## src/rtl/cmd_disp_pkg.sv

```systemverilog
package cmd_disp_pkg;
  localparam int BYTE_W = 8;

  typedef enum logic [1:0] {
    CLS_NONE = 2'd0,
    CLS_STIM = 2'd1,
    CLS_REC  = 2'd2
  } cls_e;
endpackage

```

## src/rtl/cmd_hdr_check.sv

```systemverilog
module cmd_hdr_check
  import cmd_disp_pkg::*;
#(
  parameter int ID_W = 2,
  parameter int CODE_W = BYTE_W - ID_W,
  parameter logic [CODE_W-1:0] STIM_CODE = 6'b010101,
  parameter logic [CODE_W-1:0] REC_CODE  = 6'b101010
) (
  input  logic [BYTE_W-1:0] hdr,
  input  logic [ID_W-1:0]   chip_id,
  output cls_e              cls
);
  logic [CODE_W-1:0] code;
  logic              id_hit;

  assign code   = hdr[BYTE_W-1:ID_W];
  assign id_hit = (hdr[ID_W-1:0] == chip_id);

  always_comb begin
    cls = CLS_NONE;
    if (id_hit) begin
      if (code == STIM_CODE)     cls = CLS_STIM;
      else if (code == REC_CODE) cls = CLS_REC;
    end
  end
endmodule

```

## src/rtl/cmd_frame_track.sv

```systemverilog
module cmd_frame_track
  import cmd_disp_pkg::*;
#(
  parameter int ID_W = 2,
  parameter int STIM_BYTES = 4,
  parameter int CFG_BYTES = 2,
  parameter logic [BYTE_W-ID_W-1:0] STIM_CODE = 6'b010101,
  parameter logic [BYTE_W-ID_W-1:0] REC_CODE  = 6'b101010,
  localparam int PAY_B = CFG_BYTES + STIM_BYTES,
  localparam int PAY_W = PAY_B * BYTE_W
) (
  input  logic              clk,
  input  logic              rst_n,
  input  logic [ID_W-1:0]   chip_id,
  input  logic              gap_open,
  input  logic              in_vld,
  input  logic              in_sop,
  input  logic              in_eop,
  input  logic [BYTE_W-1:0] in_byte,
  output logic              pkt_ok,
  output cls_e              pkt_cls,
  output logic [PAY_W-1:0]  pkt_data
);
  localparam int LEN_STIM = 1 + STIM_BYTES;
  localparam int LEN_REC  = 1 + PAY_B;
  localparam int CNT_W    = $clog2(LEN_REC + 1) + 1;
  localparam logic [CNT_W-1:0] CNT_MAX = '1;

  logic              act_q, act_n;
  logic              bad_q, bad_n;
  cls_e              cls_q, cls_n;
  logic [CNT_W-1:0]  cnt_q, cnt_n;
  logic [BYTE_W-1:0] pay_q [PAY_B];
  logic [BYTE_W-1:0] lane_in [PAY_B];
  cls_e              hdr_cls;
  logic              shift_en;
  logic [CNT_W-1:0]  cnt_inc;
  logic [CNT_W-1:0]  exp_len;
  logic              bad_w;

  cmd_hdr_check #(
    .ID_W(ID_W), .STIM_CODE(STIM_CODE), .REC_CODE(REC_CODE)
  ) u_hdr (
    .hdr(in_byte), .chip_id(chip_id), .cls(hdr_cls)
  );

  assign shift_en = in_vld && !in_sop && act_q;
  assign cnt_inc  = (cnt_q == CNT_MAX) ? cnt_q : cnt_q + 1'b1;
  assign exp_len  = (cls_q == CLS_STIM) ? CNT_W'(LEN_STIM) : CNT_W'(LEN_REC);
  assign bad_w    = bad_q || !gap_open || (cnt_inc > exp_len);

  // next-state logic
  always_comb begin
    act_n  = act_q;
    bad_n  = bad_q;
    cls_n  = cls_q;
    cnt_n  = cnt_q;
    pkt_ok = 1'b0;
    if (in_vld) begin
      if (in_sop) begin
        act_n = !in_eop;
        cls_n = hdr_cls;
        bad_n = (hdr_cls == CLS_NONE) || !gap_open;
        cnt_n = CNT_W'(1);
      end else if (act_q) begin
        cnt_n = cnt_inc;
        bad_n = bad_w;
        if (in_eop) begin
          act_n  = 1'b0;
          pkt_ok = !bad_w && (cnt_inc == exp_len);
        end
      end
    end
  end

  always_ff @(posedge clk or negedge rst_n) begin
    if (!rst_n) begin
      act_q <= 1'b0;
      bad_q <= 1'b0;
      cls_q <= CLS_NONE;
      cnt_q <= '0;
    end else begin
      act_q <= act_n;
      bad_q <= bad_n;
      cls_q <= cls_n;
      cnt_q <= cnt_n;
    end
  end

  // payload byte lanes: newest byte in lane 0
  for (genvar k = 0; k < PAY_B; k++) begin : g_lane
    if (k == 0) begin : g_first
      assign lane_in[k] = in_byte;
    end else begin : g_rest
      assign lane_in[k] = pay_q[k-1];
    end
    assign pkt_data[k*BYTE_W +: BYTE_W] = lane_in[k];
    always_ff @(posedge clk or negedge rst_n) begin
      if (!rst_n)        pay_q[k] <= '0;
      else if (shift_en) pay_q[k] <= lane_in[k];
    end
  end

  assign pkt_cls = cls_q;


  gap_ok_chk: assert property (@(posedge clk) disable iff (!rst_n)
    pkt_ok |-> gap_open);

  cls_ok_chk: assert property (@(posedge clk) disable iff (!rst_n)
    pkt_ok |-> (cls_q != CLS_NONE));

  open_pkt_chk: assert property (@(posedge clk) disable iff (!rst_n)
    pkt_ok |-> (act_q && !in_sop && in_vld && in_eop));
endmodule

```

## src/rtl/cmd_route.sv

```systemverilog
module cmd_route
  import cmd_disp_pkg::*;
#(
  parameter int STIM_BYTES = 4,
  parameter int CFG_BYTES = 2,
  localparam int PAY_W  = (CFG_BYTES + STIM_BYTES) * BYTE_W,
  localparam int STIM_W = STIM_BYTES * BYTE_W,
  localparam int CFG_W  = CFG_BYTES * BYTE_W
) (
  input  logic              clk,
  input  logic              rst_n,
  input  logic              pkt_ok,
  input  cls_e              pkt_cls,
  input  logic [PAY_W-1:0]  pkt_data,
  output logic              stim_vld,
  output logic [STIM_W-1:0] stim_prm,
  output logic              stim_from_rec,
  output logic              rec_vld,
  output logic [CFG_W-1:0]  rec_cfg,
  output logic              conc_mode
);
  localparam int CONC_BIT = PAY_W - 1;

  logic              svld_n, rvld_n, from_n, conc_n;
  logic [STIM_W-1:0] prm_n;
  logic [CFG_W-1:0]  cfg_n;

  always_comb begin
    svld_n = 1'b0;
    rvld_n = 1'b0;
    prm_n  = stim_prm;
    from_n = stim_from_rec;
    cfg_n  = rec_cfg;
    conc_n = conc_mode;
    if (pkt_ok && pkt_cls == CLS_STIM && !conc_mode) begin
      svld_n = 1'b1;
      prm_n  = pkt_data[STIM_W-1:0];
      from_n = 1'b0;
    end
    if (pkt_ok && pkt_cls == CLS_REC) begin
      rvld_n = 1'b1;
      cfg_n  = pkt_data[PAY_W-1 -: CFG_W];
      conc_n = pkt_data[CONC_BIT];
      if (pkt_data[CONC_BIT]) begin
        svld_n = 1'b1;
        prm_n  = pkt_data[STIM_W-1:0];
        from_n = 1'b1;
      end
    end
  end

  always_ff @(posedge clk or negedge rst_n) begin
    if (!rst_n) begin
      stim_vld      <= 1'b0;
      rec_vld       <= 1'b0;
      stim_prm      <= '0;
      stim_from_rec <= 1'b0;
      rec_cfg       <= '0;
      conc_mode     <= 1'b0;
    end else begin
      stim_vld      <= svld_n;
      rec_vld       <= rvld_n;
      stim_prm      <= prm_n;
      stim_from_rec <= from_n;
      rec_cfg       <= cfg_n;
      conc_mode     <= conc_n;
    end
  end


  stim_pulse_chk: assert property (@(posedge clk) disable iff (!rst_n)
    stim_vld |=> !stim_vld);

  rec_pulse_chk: assert property (@(posedge clk) disable iff (!rst_n)
    rec_vld |=> !rec_vld);

  radio_block_chk: assert property (@(posedge clk) disable iff (!rst_n)
    (stim_vld && !stim_from_rec) |-> !conc_mode);

  conc_fwd_chk: assert property (@(posedge clk) disable iff (!rst_n)
    (stim_vld && stim_from_rec) |-> (rec_vld && conc_mode));

  cfg_hold_chk: assert property (@(posedge clk) disable iff (!rst_n)
    !rec_vld |-> ($stable(rec_cfg) && $stable(conc_mode)));

  prm_hold_chk: assert property (@(posedge clk) disable iff (!rst_n)
    !stim_vld |-> ($stable(stim_prm) && $stable(stim_from_rec)));
endmodule

```

## src/rtl/cmd_dispatch.sv

```systemverilog
module cmd_dispatch
  import cmd_disp_pkg::*;
#(
  parameter int ID_W = 2,
  parameter int STIM_BYTES = 4,
  parameter int CFG_BYTES = 2,
  parameter logic [BYTE_W-ID_W-1:0] STIM_CODE = 6'b010101,
  parameter logic [BYTE_W-ID_W-1:0] REC_CODE  = 6'b101010
) (
  input  logic                         clk,
  input  logic                         rst_n,
  input  logic [ID_W-1:0]              chip_id,
  input  logic                         gap_open,
  input  logic                         in_vld,
  input  logic                         in_sop,
  input  logic                         in_eop,
  input  logic [BYTE_W-1:0]            in_byte,
  output logic                         stim_vld,
  output logic [STIM_BYTES*BYTE_W-1:0] stim_prm,
  output logic                         stim_from_rec,
  output logic                         rec_vld,
  output logic [CFG_BYTES*BYTE_W-1:0]  rec_cfg,
  output logic                         conc_mode
);
  localparam int PAY_W = (CFG_BYTES + STIM_BYTES) * BYTE_W;

  logic [1:0]       rst_sync_q;
  logic             rst_int_n;
  logic             pkt_ok;
  cls_e             pkt_cls;
  logic [PAY_W-1:0] pkt_data;

  // asynchronous assert, synchronous release
  always_ff @(posedge clk or negedge rst_n) begin
    if (!rst_n) rst_sync_q <= 2'b00;
    else        rst_sync_q <= {rst_sync_q[0], 1'b1};
  end
  assign rst_int_n = rst_sync_q[1];

  cmd_frame_track #(
    .ID_W(ID_W), .STIM_BYTES(STIM_BYTES), .CFG_BYTES(CFG_BYTES),
    .STIM_CODE(STIM_CODE), .REC_CODE(REC_CODE)
  ) u_frame (
    .clk(clk), .rst_n(rst_int_n), .chip_id(chip_id), .gap_open(gap_open),
    .in_vld(in_vld), .in_sop(in_sop), .in_eop(in_eop), .in_byte(in_byte),
    .pkt_ok(pkt_ok), .pkt_cls(pkt_cls), .pkt_data(pkt_data)
  );

  cmd_route #(
    .STIM_BYTES(STIM_BYTES), .CFG_BYTES(CFG_BYTES)
  ) u_route (
    .clk(clk), .rst_n(rst_int_n), .pkt_ok(pkt_ok), .pkt_cls(pkt_cls),
    .pkt_data(pkt_data), .stim_vld(stim_vld), .stim_prm(stim_prm),
    .stim_from_rec(stim_from_rec), .rec_vld(rec_vld), .rec_cfg(rec_cfg),
    .conc_mode(conc_mode)
  );
endmodule

```

## config.mk

```make
export PLATFORM = sky130hd
export DESIGN_NAME = cmd_dispatch
export DESIGN_NICKNAME = d
export VERILOG_FILES = /design/src/rtl/cmd_disp_pkg.sv /design/src/rtl/cmd_hdr_check.sv /design/src/rtl/cmd_frame_track.sv /design/src/rtl/cmd_route.sv /design/src/rtl/cmd_dispatch.sv
export SDC_FILE = /design/constraint.sdc
export NUM_CORES = 1
export LEC_CHECK = 0
export BUFFER_PORTS_ARGS = -buffer_cell sky130_fd_sc_hd__buf_2
export CAP_MARGIN = 20
export CORE_MARGIN = 2
export CORE_UTILIZATION = 45
export DETAILED_ROUTE_END_ITERATION = 8
export PLACE_DENSITY = 0.77
export SLEW_MARGIN = 0
export SYNTH_ARGS = -nofsm -noshare
export SYNTH_HDL_FRONTEND = slang
export SYNTH_HIERARCHICAL = 1
export SYNTH_SLANG_ARGS = --single-unit
```

## constraint.sdc

```tcl
create_clock -name clk -period 7.12 [get_ports clk]
set_input_delay 0.712 -clock clk [delete_from_list [all_inputs] [get_ports clk]]
set_output_delay 0.712 -clock clk [all_outputs]
set_load 0.01 [all_outputs]
```

# After elaboration in Yosys (flattened, before gate mapping)
# Index checks and enable logic that the tools add are counted.
# Widths: inputs -> output; s select.
# word_totals
register_bits,102
# op_classes
add_sub_neg,1
n_lt_le_gt_ge,1
n_eq_ne,7
muxes,26
n_reduce_logical,18
# op_table
cell,count
$mux 32,3
$mux 1,16
$mux 4,3
$mux 2,4
$eq 6x5->1 const B,1
$eq 6x6->1 const B,1
$logic_and 1x1->1,6
$logic_not 1->1,5
$add 4x1->4 const B,1
$eq 4x4->1,1
$eq 4x4->1 const B,1
$gt 4x4->1,1
$reduce_and 2->1,2
$logic_or 1x1->1,3
$eq 2x1->1 const B,1
$eq 2x2->1,1
$eq 2x2->1 const B,1
$logic_not 2->1,1
$reduce_bool 2->1,1

# Logic depth before layout (Yosys ltp)
# Gate-level depths: netlist (run 1).
# logic_depth
depth_word,15
ltp_mapped,13
depth_no_buf,11

# Hierarchy
# Netlist (run 1), hierarchy kept.
# by_module_without_submodules
module,n_inst,cells_per_inst,area_per_inst_um2,seq_area_each_um2
cmd_frame_track,1,141,2028.2,1201.2
cmd_route,1,112,1936.9,1276.2
cmd_hdr_check,1,8,65.1,0.0
cmd_dispatch,1,3,53.8,50.0

# Worst setup path before layout (run 1)
# Ideal clock, no wire load.
# synth_path
path_type,register to register
from,reg u_frame.cnt_q[0]
to,reg u_route.stim_prm[7]
setup_ps,127
arrival_ps,3423
path_slack_ps,3570
stages_incl_launch_ff,14
path_buffers,2
period_less_slack_ps,3550
path_cell_list,dfrtp_1 > ha_1 > nand3_1 > mux2_2 > ha_1 > a21boi_0 > o221ai_1 > o2111ai_1 > nor4_1 > and3b_1 > buf_6 > a32oi_4 > buf_6 > mux2_1
# synth_via
elab_chain_cells,15
word_cells_on_any_way,18
# synth_rtl
element,line_no,source
"start, declared",cmd_frame_track.sv:32,"logic [CNT_W-1:0] cnt_q, cnt_n;"
"start signal, assigned",cmd_frame_track.sv:86,cnt_q <= cnt_n;
$add 4x1->4 or $eq 4x4->1 (tied branches),cmd_frame_track.sv:48,assign cnt_inc = (cnt_q == CNT_MAX) ? cnt_q : cnt_q + 1'b1;
$mux 4 *,cmd_frame_track.sv:48,
$gt 4x4->1,cmd_frame_track.sv:50,assign bad_w = bad_q || !gap_open || (cnt_inc > exp_len);
$logic_or 1x1->1,cmd_frame_track.sv:50,
$logic_not 1->1,cmd_frame_track.sv:70,pkt_ok = !bad_w && (cnt_inc == exp_len);
$logic_and 1x1->1 *,cmd_frame_track.sv:70,
$mux 1 *,cmd_frame_track.sv:68,if (in_eop) begin
$mux 1 *,cmd_frame_track.sv:65,end else if (act_q) begin
$mux 1 *,cmd_frame_track.sv:60,if (in_sop) begin
$mux 1 *,cmd_frame_track.sv:59,if (in_vld) begin
net pkt_ok,cmd_dispatch.sv:29,logic pkt_ok;
$logic_and 1x1->1 (2 in series),cmd_route.sv:35,if (pkt_ok && pkt_cls == CLS_STIM && !conc_mode) begin
$mux 32,cmd_route.sv:35,
$mux 32,cmd_route.sv:44,if (pkt_data[CONC_BIT]) begin
$mux 32 *,cmd_route.sv:40,if (pkt_ok && pkt_cls == CLS_REC) begin
net u_route.prm_n[7],cmd_route.sv:25,logic [STIM_W-1:0] prm_n;
"end signal, assigned",cmd_route.sv:63,stim_prm <= prm_n;
"end, declared",cmd_route.sv:16,"output logic [STIM_W-1:0] stim_prm,"
# The timed path passes the listed nets; every way through them passes the cells marked *.
# A chain may end at the register's enable or synchronous reset.

# Worst setup path after layout (run 1)
# Same ends and word-level chain as after synthesis.

==> results.py, run 1 <==
metrics = {
    "outcome": {
        "status": "complete, no violations",
    },
    "final_layout": {
        "final_common_cell": "dfrtp_1",
        "fin_nets": 343,
        "diodes": 0,
        "fillCellCount": 756,
        "areaGrowthSynthToFinish_pct": 13.0,
        "stdcell_count": 438,
        "multiInputGateArea_um2": 1400,
        "layout-drive-gt1-share_pct": 51.8,
        "seqCellArea_um2": 2530,
        "final_cell_mix": "dfrtp_1, mux2_2, buf_2",
    },
    "yosys": {
        "yosysTopAreaCell": "dfrtp_1",
        "ys.flop_type": "dfrtp_1",
        "syn_avg_cell_area_um2": 15.5,
        "synth_area_um2": 4080,
        "ys_warn_count": 6,
        "synth_edf_count": 0,
        "synth_nets": 282,
        "synth_cell_type_count": 36,
        "ys_seq_elements": 101,
        "syn_inst": 264,
        "netlist.area_leader.share_pct": 61.9,
        "seq_area_frac_synth_pct": 61.9,
        "async_reset_ff_share_pct": 100,
        "synth_area_leaders": "dfrtp_1, mux2_2, mux2_1",
    },
    "worst_setup_path": {
        "arrival_ns": 4.92,
        "r2r-start": "u_frame/cnt_q[0]",
        "end_kind": "register",
        "cp-endpoint": "u_route/stim_prm[7]",
        "cp_max_fo": 33,
        "crit_start": "u_frame/cnt_q[0]",
        "reg2reg_depth": 11,
        "worst_setup_path_start_kind": "register",
        "critPathKind": "register to register",
        "worstPathRequired_ns": 7.37,
        "r2r_end": "u_route/stim_prm[7]",
        "rrSetupSlack_ns": 2.45,
    },
    "floorplanning": {
        "die_width_um": 99.3,
        "row_count": 34,
        "core_um2": 8760,
        "io_pins": 68,
        "die_y_um": 99.3,
        "start_util_pct": 46.6,
        "design.die.area_um2": 9850,
    },
    "grt": {
        "grt_max_degree": 54,
        "track_usage_pct": 15.2,
        "antenna_found_initial": 0,
        "grt_pass1_wl_um": 11600,
        "first_global_vias": 2296,
        "overflow": 0,
    },
    "sta": {
        "rsz0062_at_grt": "false",
        "fmax_ghz": 0.214,
        "period_share_pct": 65.6,
        "fin_tns_setup_ns": 0,
        "finalMaxSlewViolations": 0,
        "finalHoldViolCount": 0,
        "worst_pin_slew_ns": 1.22,
        "setup_viol_count_final": 0,
        "slew_headroom_pct": 18.6,
        "fin_skew_ns": 0.0116,
        "finalCriticalPeriod_ns": 4.67,
    },
    "drt": {
        "drc": 0,
        "dr.pass1.iters": 4,
        "final_antenna_net_count": 0,
        "viasPerCell": 5.14,
        "vias": 2250,
        "drt_wl_total_um": 7010,
        "post_drt_wl_per_cell_um": 16.0,
        "drt_iter0_markers": 88,
    },
    "clock_tree": {
        "clk_pin_slew_ns": 0.09,
        "cts.sinks": 101,
        "clock_tree.buffer_depth": 2,
        "cts_root_buf": "clkbuf_8",
        "cts_inserted_buffers": 9,
        "cts_tree": "done",
        "post_cts_buffers": 0,
        "cts-hold-fix-buffers": 0,
        "clock_latency_ns": 0.36,
        "h-tree-depth": 3,
        "cts_resized": 0,
    },
    "placed_design": {
        "io_buffer_count": 67,
        "hpwlAfterDp_um": 4950,
        "placed_cells": 422,
        "gp_congestion": 0.810,
    },
    "job": {
        "cap_violations": 0,
    },
    "worst_hold_path": {
        "holdCritPathClass": "input port to asynchronous set/reset pin",
    },
    "power_and_ir_drop": {
        "power.density_nw_per_um2": 268,
        "cellLeakagePower_uw": 0.00239,
        "ir_worst_vdd_mv": 0.123,
    },
}
-- cell usage after synthesis, types with 3 or more instances --
cell type    n
a21oi_1      3
buf_2        3
buf_4       12
buf_6        4
dfrtp_1    101
mux2_1       9
mux2_2      82
nand2_1      4
nand2b_1     4
nor2_1       5
nor4_1       3
o21ai_0      3
-- metal layers --
layer	routed length, µm	global-route usage (%)
met5	0	0
met4	121	6.32
met3	340	3.87
met2	3350	23.3
met1	3200	20.8
-- power breakdown --
part	switching, µW	internal, µW	leakage (µW)	total, µW
Combinational	47.3	85.3	0.000981	133
Clock	186	163	0.0000858	349
Sequential	83.5	674	0.00132	757
Total	317	922	0.00239	1240
-- worst min-delay path by stage --
stage / start / cells after the start / end / slack, ns
after floorplan: rst_sync_q[0] / 0 / rst_sync_q[1] / 0.33
after global placement: rst_sync_q[0] / 0 / rst_sync_q[1] / 0.34
after detailed placement: rst_sync_q[0] / 0 / rst_sync_q[1] / 0.34
after CTS: rst_n / 1 / rst_sync_q[1] / 0.11
after global routing: rst_n / 1 / rst_sync_q[1] / 0.11
final: rst_n / 1 / rst_sync_q[1] / 0.12
-- cells by family after synthesis --
family                     Yosys count  synth area share [%]
DFF                                101                  61.9
muxes                               93                  25.6
and+or+nand+nor                     26                  3.89
buffers and inverters               21                  3.86
AOI/OAI and AO/OA                   17                  3.43
xor gates and xnor gates             3                 0.643
adders and majority gates            2                 0.613
other                                1                0.0918
-- worst max-delay path, cell delays in order, from the launching register on --
cell       delay, ns
dfrtp_1         0.46
ha_1            0.30
nand3_1         0.18
mux2_2          0.36
ha_1            0.32
a21boi_0        0.10
o221ai_1        0.18
o2111ai_1       0.16
nor4_1          0.70
and3b_1         0.82
a32oi_4         0.48
mux2_1          0.49
-- flip-flops by register name (all words and copies together) (netlist names) --
signal	flops
u_frame/pkt_data	40
u_route/stim_vld	1
rst_sync_q	2
u_frame/bad_q	1
u_route/rec_vld	1
u_frame/pkt_cls	2
u_route/stim_from_rec	1
u_frame/cnt_q	4
u_route/rec_cfg	16
u_route/stim_prm	32
u_frame/act_q	1
-- final cells by class --
cell class / instances / share of cell area (%)
Multi-Input combinational cell: 142 / 30.3
Tap cell: 108 / 2.93
Clock buffer: 11 / 2.85
Inverter: 2 / 0.163
Sequential cell: 101 / 54.8
Timing Repair Buffer: 69 / 7.59
Clock inverter: 5 / 1.33
-- stage by stage --
stage,util [%],cell area (µm²),worst slack [ns],power [µW],hold slack [ns]
finish,52.7,4620,2.45,1240,0.123
global route,52.7,4620,2.11,1310,0.108
CTS,52.7,4620,2.43,1250,0.112
detailed placement,50.5,4420,2.44,903,0.341
global placement,50.5,4420,2.62,885,0.337
floorplan,-,4080,3.57,849,0.331
Note: power is estimated with default switching activity, not from simulation.
==> inputs of run 2 (changes only) <==
Settings changed: PLACE_DENSITY 0.77 to 0.8.
Clock period 7.12 ns to 4 ns, I/O delays scaled along.
==> results.py, run 2 (synthesis results as in run 1) <==
metrics = {
    "outcome": {
        "status": "complete, no violations",
    },
    "final_layout": {
        "fin_nets": 347,
        "utilization_pct": 53.2,
        "largest_reg_flops": 40,
        "diodes": 0,
        "layout-drive-gt1-share_pct": 52.7,
        "final_cell_mix": "dfrtp_1, mux2_2, buf_2",
        "final_common_cell": "dfrtp_1",
        "fillCellCount": 743,
        "areaGrowthSynthToFinish_pct": 14.2,
    },
    "floorplanning": {
        "start_util_pct": 46.6,
        "row_count": 34,
        "design.die.area_um2": 9850,
        "die_y_um": 99.3,
        "die_width_um": 99.3,
        "io_pins": 68,
        "core_um2": 8760,
    },
    "job": {
        "cap_violations": 0,
    },
    "drt": {
        "drt_iter0_markers": 52,
        "vias": 2270,
        "final_antenna_net_count": 0,
        "viasPerCell": 5.14,
        "post_drt_wl_per_cell_um": 15.9,
        "dr.pass1.iters": 4,
        "drt_wl_total_um": 7040,
        "drc": 0,
    },
    "grt": {
        "first_global_vias": 2334,
        "antenna_found_initial": 0,
        "overflow": 0,
        "grt_max_degree": 71,
        "grt_pass1_wl_um": 11800,
        "track_usage_pct": 15.2,
    },
    "clock_tree": {
        "clock_tree.buffer_depth": 2,
        "cts_resized": 0,
        "cts_inserted_buffers": 9,
        "clock_latency_ns": 0.36,
        "cts_root_buf": "clkbuf_8",
        "cts.sinks": 101,
        "cts_tree": "done",
        "clk_pin_slew_ns": 0.10,
        "h-tree-depth": 3,
    },
    "worst_setup_path": {
        "cp_cell_sequence": "ha_1 -> nand3_1 -> mux2_2 -> ha_1 -> a21boi_0 -> o221ai_1 -> o2111ai_1 -> nor4_1 -> and3b_1 -> a32oi_4 -> buf_4 -> mux2_2",
        "worstPathBufferInverterCount": 1,
        "slowest_stage": "dfrtp_1",
        "worst_setup_path_start_kind": "register",
        "critPathKind": "register to register",
        "max_stage_delay_ns": 0.47,
        "cp_max_fo": 33,
        "arrival_ns": 3.91,
        "end_kind": "register",
        "critical-path-top-delay-family": "multiplexers",
        "worstPathRequired_ns": 4.25,
    },
    "sta": {
        "finalCriticalPeriod_ns": 3.66,
        "fin_ws_ns": 0.335,
        "rsz0062_at_grt": "false",
        "fmax_ghz": 0.273,
        "fin_skew_ns": 0.0121,
        "finalMaxSlewViolations": 0,
        "slew_headroom_pct": 40.8,
        "setup_viol_count_final": 0,
        "fin_tns_setup_ns": 0,
        "period_share_pct": 91.6,
        "worst_pin_slew_ns": 0.889,
        "finalHoldViolCount": 0,
    },
    "placed_design": {
        "io_buffer_count": 67,
        "hpwlAfterDp_um": 4920,
        "post-place-ws_ns": 0.383,
        "gp_congestion": 0.736,
    },
    "power_and_ir_drop": {
        "power.density_nw_per_um2": 479,
        "ir_worst_vdd_mv": 0.219,
        "cellLeakagePower_uw": 0.00242,
    },
    "worst_hold_path": {
        "holdCritPathClass": "input port to register",
    },
}
-- run 2: cell count changes in the layout (fill, tap and decap cells not counted), sizes merged --
cell and change:
dlygate4sd3 +1, clkbuf -1, clkinvlp -1, inv +1, clkinv +1, buf +3
-- run 2: area by class of cell --
type                            instances  area [µm²]  share of cell area (%)
Clock buffer                           10         138                    2.95
Clock inverter                          6        71.3                    1.53
Inverter                                2        7.51                   0.161
Multi-Input combinational cell        142        1400                    30.0
Sequential cell                       101        2530                    54.3
Tap cell                              108         135                    2.90
Timing Repair Buffer                   73         383                    8.21
-- run 2: repair_timing --
item                      in CTS  in global routing
setup buffers                  0                  0
hold endpoints to repair       2                  0
hold buffers                   1                  0
-- run 2: final timing paths --
check                                            end  cells past startpoint              from  slack, ns
worst min-delay path                   u_frame/act_q                      2            in_eop       0.22
worst max register to register  u_route/stim_prm[14]                     12  u_frame/cnt_q[0]       0.34
min in group asynchronous              rst_sync_q[1]                      2             rst_n       0.34
worst max-delay path            u_route/stim_prm[14]                     12  u_frame/cnt_q[0]       0.34
max in group asynchronous       u_frame/pkt_data[18]                      1     rst_sync_q[1]       2.62
worst min register to register         rst_sync_q[1]                      0     rst_sync_q[0]       0.37
-- run 2: through the flow --
stage | total power (µW) | area (µm²) | hold slack, ns | cells
global route | 2360 | 4660 | 0.201 | 442
floorplan | 1510 | 4080 | 0.104 | 264
detailed placement | 1600 | 4450 | 0.192 | 425
CTS | 2260 | 4660 | 0.205 | 442
finish | 2230 | 4660 | 0.223 | 442
global placement | 1570 | 4450 | 0.185 | 425
-- run 2: power by group --
group	switching, µW	internal (µW)	total (µW)
logic	80.7	152	233
registers	142	1200	1340
clock network	348	310	659
-- run 2: layer usage --
layer  global-route usage (%)  wire length [µm]  vias to the layer above
li1                         -                 -                     1062
met1                     22.4              3280                     1133
met2                     21.8              3320                       61
met3                     2.53               271                       14
met4                     7.59               167                        0
met5                        0                 0                        -
